--- config.mk ---
export PLATFORM = sky130hd
export DESIGN_NAME = umac_long_unit
export DESIGN_NICKNAME = d
export VERILOG_FILES = /design/src/rtl/umac_pkg.sv /design/src/rtl/umac_capture.sv /design/src/rtl/umac_mul_stage.sv /design/src/rtl/umac_acc_stage.sv /design/src/rtl/umac_out_stage.sv /design/src/rtl/umac_long_unit.sv
export SDC_FILE = /design/constraint.sdc
export NUM_CORES = 2
export LEC_CHECK = 0
export BUFFER_PORTS_ARGS = -buffer_cell sky130_fd_sc_hd__buf_4
export CAP_MARGIN = 20
export CORE_MARGIN = 1
export CORE_UTILIZATION = 50
export DETAILED_ROUTE_END_ITERATION = 7
export HOLD_SLACK_MARGIN = 0.06
export PLACE_DENSITY = 0.77
export SLEW_MARGIN = 25
export SYNTH_ARGS = -nofsm -noshare
export SYNTH_HDL_FRONTEND = slang
export SYNTH_SLANG_ARGS = --single-unit
--- constraint.sdc ---
create_clock -name clk -period 17.7 [get_ports clk]
set_input_delay 2.655 -clock clk [delete_from_list [all_inputs] [get_ports clk]]
set_output_delay 2.655 -clock clk [all_outputs]
set_load 0.05 [all_outputs]
--- src/rtl/umac_pkg.sv ---
package umac_pkg;
  localparam int NFLAG = 4;
  localparam int FLG_N = 3;
  localparam int FLG_Z = 2;
  localparam int FLG_C = 1;
  localparam int FLG_V = 0;

  typedef struct packed {
    logic             valid;
    logic             setflags;
    logic             err;
    logic [NFLAG-1:0] flags;
  } umac_ctl_t;
endpackage

--- src/rtl/umac_capture.sv ---
module umac_capture
  import umac_pkg::*;
#(
  parameter int XLEN = 32,
  localparam int PW = 2 * XLEN
) (
  input  logic             clk,
  input  logic             rst,
  input  logic             en,
  input  logic             in_valid,
  input  logic [XLEN-1:0]  src_a,
  input  logic [XLEN-1:0]  src_b,
  input  logic [XLEN-1:0]  acc_hi,
  input  logic [XLEN-1:0]  acc_lo,
  input  logic             setflags,
  input  logic [NFLAG-1:0] flags,
  input  logic             bad_alias,
  input  logic             bad_index,
  output logic [XLEN-1:0]  a_q,
  output logic [XLEN-1:0]  b_q,
  output logic [PW-1:0]    addend_q,
  output umac_ctl_t        ctl_q
);
  always_ff @(posedge clk) begin
    if (rst) begin
      ctl_q <= '0;
    end else if (en) begin
      ctl_q.valid    <= in_valid;
      ctl_q.setflags <= setflags;
      ctl_q.err      <= bad_alias | bad_index;
      ctl_q.flags    <= flags;
    end
  end

  always_ff @(posedge clk) begin
    if (en) begin
      a_q      <= src_a;
      b_q      <= src_b;
      addend_q <= {acc_hi, acc_lo};
    end
  end
endmodule

--- src/rtl/umac_mul_stage.sv ---
module umac_mul_stage
  import umac_pkg::*;
#(
  parameter int XLEN = 32,
  localparam int PW = 2 * XLEN,
  localparam int H  = XLEN / 2,
  localparam int NPP = 4
) (
  input  logic            clk,
  input  logic            rst,
  input  logic            en,
  input  logic [XLEN-1:0] a_i,
  input  logic [XLEN-1:0] b_i,
  input  logic [PW-1:0]   addend_i,
  input  umac_ctl_t       ctl_i,
  output logic [XLEN-1:0] pp_q [NPP],
  output logic [PW-1:0]   addend_q,
  output umac_ctl_t       ctl_q
);
  logic [XLEN-1:0] pp_c [NPP];

  // Index gi*2+gj: half gi of a times half gj of b, weight (gi+gj)*H.
  for (genvar gi = 0; gi < 2; gi++) begin : g_ahalf
    for (genvar gj = 0; gj < 2; gj++) begin : g_bhalf
      assign pp_c[gi*2+gj] = XLEN'(a_i[gi*H +: H]) * XLEN'(b_i[gj*H +: H]);
    end
  end

  always_ff @(posedge clk) begin
    if (rst) begin
      ctl_q <= '0;
    end else if (en) begin
      ctl_q <= ctl_i;
    end
  end

  always_ff @(posedge clk) begin
    if (en) begin
      pp_q     <= pp_c;
      addend_q <= addend_i;
    end
  end
endmodule

--- src/rtl/umac_acc_stage.sv ---
module umac_acc_stage
  import umac_pkg::*;
#(
  parameter int XLEN = 32,
  localparam int PW = 2 * XLEN,
  localparam int H  = XLEN / 2,
  localparam int NPP = 4
) (
  input  logic            clk,
  input  logic            rst,
  input  logic            en,
  input  logic [XLEN-1:0] pp_i [NPP],
  input  logic [PW-1:0]   addend_i,
  input  umac_ctl_t       ctl_i,
  output logic [PW-1:0]   sum_q,
  output umac_ctl_t       ctl_q
);
  logic [PW-1:0] mid_a;
  logic [PW-1:0] mid_b;
  logic [PW-1:0] sum_c;

  always_comb begin
    mid_a = PW'(pp_i[1]) << H;
    mid_b = PW'(pp_i[2]) << H;
    // Sum wraps at PW bits: any carry out of the top bit is dropped.
    sum_c = {pp_i[3], pp_i[0]} + mid_a + mid_b + addend_i;
  end

  always_ff @(posedge clk) begin
    if (rst) begin
      ctl_q <= '0;
    end else if (en) begin
      ctl_q <= ctl_i;
    end
  end

  always_ff @(posedge clk) begin
    if (en) sum_q <= sum_c;
  end
endmodule

--- src/rtl/umac_out_stage.sv ---
module umac_out_stage
  import umac_pkg::*;
#(
  parameter int XLEN = 32,
  localparam int PW = 2 * XLEN
) (
  input  logic             clk,
  input  logic             rst,
  input  logic             en,
  input  logic [PW-1:0]    sum_i,
  input  umac_ctl_t        ctl_i,
  output logic             valid_q,
  output logic [PW-1:0]    res_q,
  output logic [NFLAG-1:0] flags_q,
  output logic             write_q,
  output logic             err_q
);
  logic             sf_q;
  logic [NFLAG-1:0] flags_c;

  always_comb begin
    flags_c = ctl_i.flags;
    if (ctl_i.setflags && !ctl_i.err) begin
      flags_c[FLG_N] = sum_i[PW-1];
      flags_c[FLG_Z] = (sum_i == '0);
    end
  end

  always_ff @(posedge clk) begin
    if (rst) begin
      valid_q <= 1'b0;
      write_q <= 1'b0;
      err_q   <= 1'b0;
      sf_q    <= 1'b0;
      res_q   <= '0;
      flags_q <= '0;
    end else if (en) begin
      valid_q <= ctl_i.valid;
      write_q <= ctl_i.valid && !ctl_i.err;
      err_q   <= ctl_i.valid && ctl_i.err;
      sf_q    <= ctl_i.setflags;
      res_q   <= ctl_i.err ? '0 : sum_i;
      flags_q <= flags_c;
    end
  end

  a_r4_n_is_top_bit: assert property (@(posedge clk) disable iff (rst)
    (valid_q && write_q && sf_q) |-> (flags_q[FLG_N] == res_q[PW-1]));

  a_r5_z_all_bits: assert property (@(posedge clk) disable iff (rst)
    (valid_q && write_q && sf_q) |-> (flags_q[FLG_Z] == (res_q == '0)));

  a_r6_cv_pass: assert property (@(posedge clk) disable iff (rst)
    (en && ctl_i.valid) |=> (flags_q[FLG_C] == $past(ctl_i.flags[FLG_C]) &&
                             flags_q[FLG_V] == $past(ctl_i.flags[FLG_V])));

  a_r6_no_update: assert property (@(posedge clk) disable iff (rst)
    (en && ctl_i.valid && !ctl_i.setflags) |=> (flags_q == $past(ctl_i.flags)));

  a_r7_err_no_write: assert property (@(posedge clk) disable iff (rst)
    (valid_q && err_q) |-> (!write_q && res_q == '0));
endmodule

--- src/rtl/umac_long_unit.sv ---
module umac_long_unit
  import umac_pkg::*;
#(
  parameter int XLEN = 32,
  localparam int PW = 2 * XLEN,
  localparam int NPP = 4,
  localparam int LAT = 3
) (
  input  logic             clk,
  input  logic             rst,
  input  logic             iss_valid,
  output logic             iss_ready,
  input  logic [XLEN-1:0]  iss_src_a,
  input  logic [XLEN-1:0]  iss_src_b,
  input  logic [XLEN-1:0]  iss_acc_hi,
  input  logic [XLEN-1:0]  iss_acc_lo,
  input  logic             iss_setflags,
  input  logic [NFLAG-1:0] iss_flags,
  input  logic             iss_fixed_time,
  input  logic             iss_bad_alias,
  input  logic             iss_bad_index,
  output logic             wb_valid,
  input  logic             wb_ready,
  output logic [XLEN-1:0]  wb_res_hi,
  output logic [XLEN-1:0]  wb_res_lo,
  output logic [NFLAG-1:0] wb_flags,
  output logic             wb_write,
  output logic             wb_err
);
  logic            en;
  logic            iss_fire;
  logic [XLEN-1:0] a_s1;
  logic [XLEN-1:0] b_s1;
  logic [PW-1:0]   add_s1;
  umac_ctl_t       ctl_s1;
  logic [XLEN-1:0] pp_s2 [NPP];
  logic [PW-1:0]   add_s2;
  umac_ctl_t       ctl_s2;
  logic [PW-1:0]   sum_s3;
  umac_ctl_t       ctl_s3;
  logic [PW-1:0]   res;

  // Global advance: the pipeline freezes only while an item waits at writeback.
  assign en        = !(wb_valid && !wb_ready);
  assign iss_ready = en;
  assign iss_fire  = iss_valid && en;

  umac_capture #(.XLEN(XLEN)) cap_i (
    .clk(clk), .rst(rst), .en(en), .in_valid(iss_valid),
    .src_a(iss_src_a), .src_b(iss_src_b),
    .acc_hi(iss_acc_hi), .acc_lo(iss_acc_lo),
    .setflags(iss_setflags), .flags(iss_flags),
    .bad_alias(iss_bad_alias), .bad_index(iss_bad_index),
    .a_q(a_s1), .b_q(b_s1), .addend_q(add_s1), .ctl_q(ctl_s1)
  );

  umac_mul_stage #(.XLEN(XLEN)) mul_i (
    .clk(clk), .rst(rst), .en(en),
    .a_i(a_s1), .b_i(b_s1), .addend_i(add_s1), .ctl_i(ctl_s1),
    .pp_q(pp_s2), .addend_q(add_s2), .ctl_q(ctl_s2)
  );

  umac_acc_stage #(.XLEN(XLEN)) acc_i (
    .clk(clk), .rst(rst), .en(en),
    .pp_i(pp_s2), .addend_i(add_s2), .ctl_i(ctl_s2),
    .sum_q(sum_s3), .ctl_q(ctl_s3)
  );

  umac_out_stage #(.XLEN(XLEN)) out_i (
    .clk(clk), .rst(rst), .en(en),
    .sum_i(sum_s3), .ctl_i(ctl_s3),
    .valid_q(wb_valid), .res_q(res), .flags_q(wb_flags),
    .write_q(wb_write), .err_q(wb_err)
  );

  assign wb_res_hi = res[PW-1:XLEN];
  assign wb_res_lo = res[XLEN-1:0];

  // Edges seen since reset, saturating; keeps $past windows inside reset history.
  logic [2:0] edges_q;
  always_ff @(posedge clk) begin
    if (rst) edges_q <= '0;
    else if (edges_q != 3'd7) edges_q <= edges_q + 3'd1;
  end

  a_r8_fixed_latency: assert property (@(posedge clk) disable iff (rst)
    (edges_q > 3'd4 && $past(iss_fire, LAT+1) && $past(en, 3) && $past(en, 2) && $past(en, 1))
    |-> wb_valid);

  a_r8_fixed_time_mode: assert property (@(posedge clk) disable iff (rst)
    (edges_q > 3'd4 && $past(iss_fire && iss_fixed_time, LAT+1) &&
     $past(en, 3) && $past(en, 2) && $past(en, 1)) |-> wb_valid);

  a_r9_hold_stalled: assert property (@(posedge clk) disable iff (rst)
    (wb_valid && !wb_ready) |=> (wb_valid && $stable(wb_res_hi) && $stable(wb_res_lo) &&
                                 $stable(wb_flags) && $stable(wb_err)));
endmodule

==> flow_summary.yaml <==
worst_setup_path:
  required_ns: 15.05
  slowest_stage: "buf_4"
  startpoint: "wb_ready"
  rr_startpoint: "cap_i.a_q[7]$_DFFE_PN_"
  end_kind: "output port"
  crit_chain: "buf_4 > nor2b_4 > buf_4 > inv_8 > buf_4"
  worstPathArrival_ns: 4.45
  cpPeakStageDelay_ns: 0.70
  path_common_cell: "buf_4"
  cp_max_fo: 140
  path_class: "in2out"
  cp-start-kind: "input pin"
sta:
  slew_headroom: 0.300
  finalSetupTns_ns: 0
  report.final.slew_viol_count: 0
  period_share: 0.401
  rsz0062_at_grt: "false"
  setup_viol: 0
  period_needed_ns: 7.10
  hold_slack_ns: 0.412
  hold_viol_final: 0
  setup_ws_ns: 10.60
  worst_pin_slew_ns: 1.05
  fin_skew_ns: 0.0347
  fmaxAchievable_mhz: 141
synthesis:
  avgSynthCellArea_um2: 10.1
  netlist_top_cells_area: "fa_1 31%, edfxtp_1 21%, ha_1 12%, inv_1 6.5%, and2_1 5.5%"
  synth_top_cell_by_area: "fa_1"
  synthArstFlopShare: 0
  ys_seq_area_frac: 0.246
  ys.warnings.count: 0
  synth_seq_cells: 476
  synthTopCellsByCount: "941 x inv_1, 841 x fa_1, 754 x nand2_1"
  synth_edf_count: 384
  synth.cell_area_mm2: 0.0543
  synth_most_common_cell: "inv_1"
  netlist.area_leader.share: 0.310
  ys_types: 77
  postSynthCellCount: 5367
  ys.flop_type: "edfxtp_1"
  syn_nets: 6886
clock_network:
  cts_root_buf: "clkbuf_16"
  cts_setup_buffers: 0
  cts_tree: "yes"
  cts.path.max_buffers: 3
  htree_levels: 2
  clk-insertion-delay-late_ns: 0.66
  cts_buffers: 54
  postCtsHoldBufs: 0
  cts.sinks: 476
  cts_resized: 0
  clkTransAtPathRegs_ns: 0.06
grt:
  grt_pass1_wl_um: 215000
  antenna_found_initial: 5
  grt_pass1_vias: 40600
  grt_max_degree: 193
  groute.usage.overall: 0.245
  grt-ovfl-total: 0
placed_design:
  dp.final_hpwl_um: 96700
  preCtsSetupSlack_ns: 10.53
  gp_congestion: 0.901
  io_buffers: 210
  dp_cells: 6793
worst_hold_path:
  min_path_type: "reg2reg"
  worstHoldStart: "cap_i.addend_q[61]$_DFFE_PN_"
floorplanning:
  die_h_um: 332
  placementRows: 120
  core_area_mm2: 0.107
  dieArea_mm2: 0.110
  die_w_um: 332
  initial_core_util: 0.506
  num_io_pins: 212
routing:
  drc: 0
  vias: 37600
  avgRoutedWirePerCell_um: 18.9
  wl_um: 131000
  ant_nets: 0
  drt_pre_antenna_iters: 8
  drt_iter0_drc: 2642
  via_per_inst: 5.46
finish:
  fillCellCount: 9131
  layout.nets: 6965
  multi_input_area_mm2: 0.0365
  drive_gt1_frac: 0.0730
  seqCellArea_mm2: 0.0134
  area_delta_synth_final_pct: 8.58
  fin_cells: 6897
run:
  cap_violations: 0
status:
  status: "finished, final reports clean"
flip-flops by register name, summed over array words and instances, names as in the netlist:
signal,cells
mul_i.pp_q,128
acc_i.sum_q,64
cap_i.addend_q,64
mul_i.addend_q,64
out_i.res_q,64
cap_i.a_q,32
cap_i.b_q,32
acc_i.ctl_q,7
cap_i.ctl_q,7
mul_i.ctl_q,7
out_i.flags_q,4
out_i.err_q,1
out_i.valid_q,1
out_i.write_q,1
critical path, delay by kind of cell:
kind	cells	cell delay, ns
and+or+nand+nor	1	0.09
buffers and inverters	4	1.64
final timing paths:
check                                      end  slack, ns  depth (start not counted)
setup / recovery                     iss_ready      10.60                          5
hold / removal    mul_i.addend_q[61]$_DFFE_PN_       0.41                          0
setup reg to reg      mul_i.pp_q[95]$_DFFE_PN_      10.65                         23
hold reg to reg   mul_i.addend_q[61]$_DFFE_PN_       0.41                          0
per-stage QoR:
stage | util | instance area (um2)
2_1_floorplan | - | 54300
4_1_cts | 0.549 | 59000
3_5_place_dp | 0.533 | 57200
3_3_place_gp | 0.533 | 57200
6_report | 0.550 | 59000
5_1_grt | 0.549 | 59000
placed cells by master (no fill, tap or decap), drive strengths merged, types with 20 or more instances in the layout:
cell type and instances:
inv 951, fa 841, nand2 754, ha 538, and2 480, edfxtp 384
buf 279, a21oi 264, xnor2 126, dfxtp 92, nor2 85, a21o 82
o21ai 75, nand3b 70, clkbuf 61, xor2 47, o21bai 37, nor3 36
nand4 29, nand3 28, clkinv 27, nand2b 20
layer usage:
layer,vias up,track usage,part of all wire
met3,288,0.0485,0.080
met5,-,0,0.00082
met2,1392,0.405,0.47
li1,17100,-,-
met1,18900,0.320,0.42
met4,10,0.0898,0.037
cell families (layout without fill, tap and decap cells):
group / after synthesis / in the layout / share of synthesized area
buf+inv: 1199 / 1323 / 0.0829
xor+xnor: 173 / 173 / 0.0279
simple gates: 1571 / 1571 / 0.143
fa+ha+maj: 1379 / 1379 / 0.434
other cells: 0 / 3 / 0
mux: 1 / 1 / 0.000184
compound gates: 568 / 568 / 0.0662
flops: 476 / 476 / 0.246
cell type report:
cell class              count  area share
well taps                1403      0.0298
clock buffers              61      0.0239
multi-input cells        3692       0.618
clock inverters            40     0.00560
inverters                 943      0.0601
flip-flops and latches    476       0.227
diodes                      3    0.000127
repair buffers            279      0.0358
Power is not shown: default switching activity piles up to over one toggle a cycle in this logic, so the estimate is an artifact.
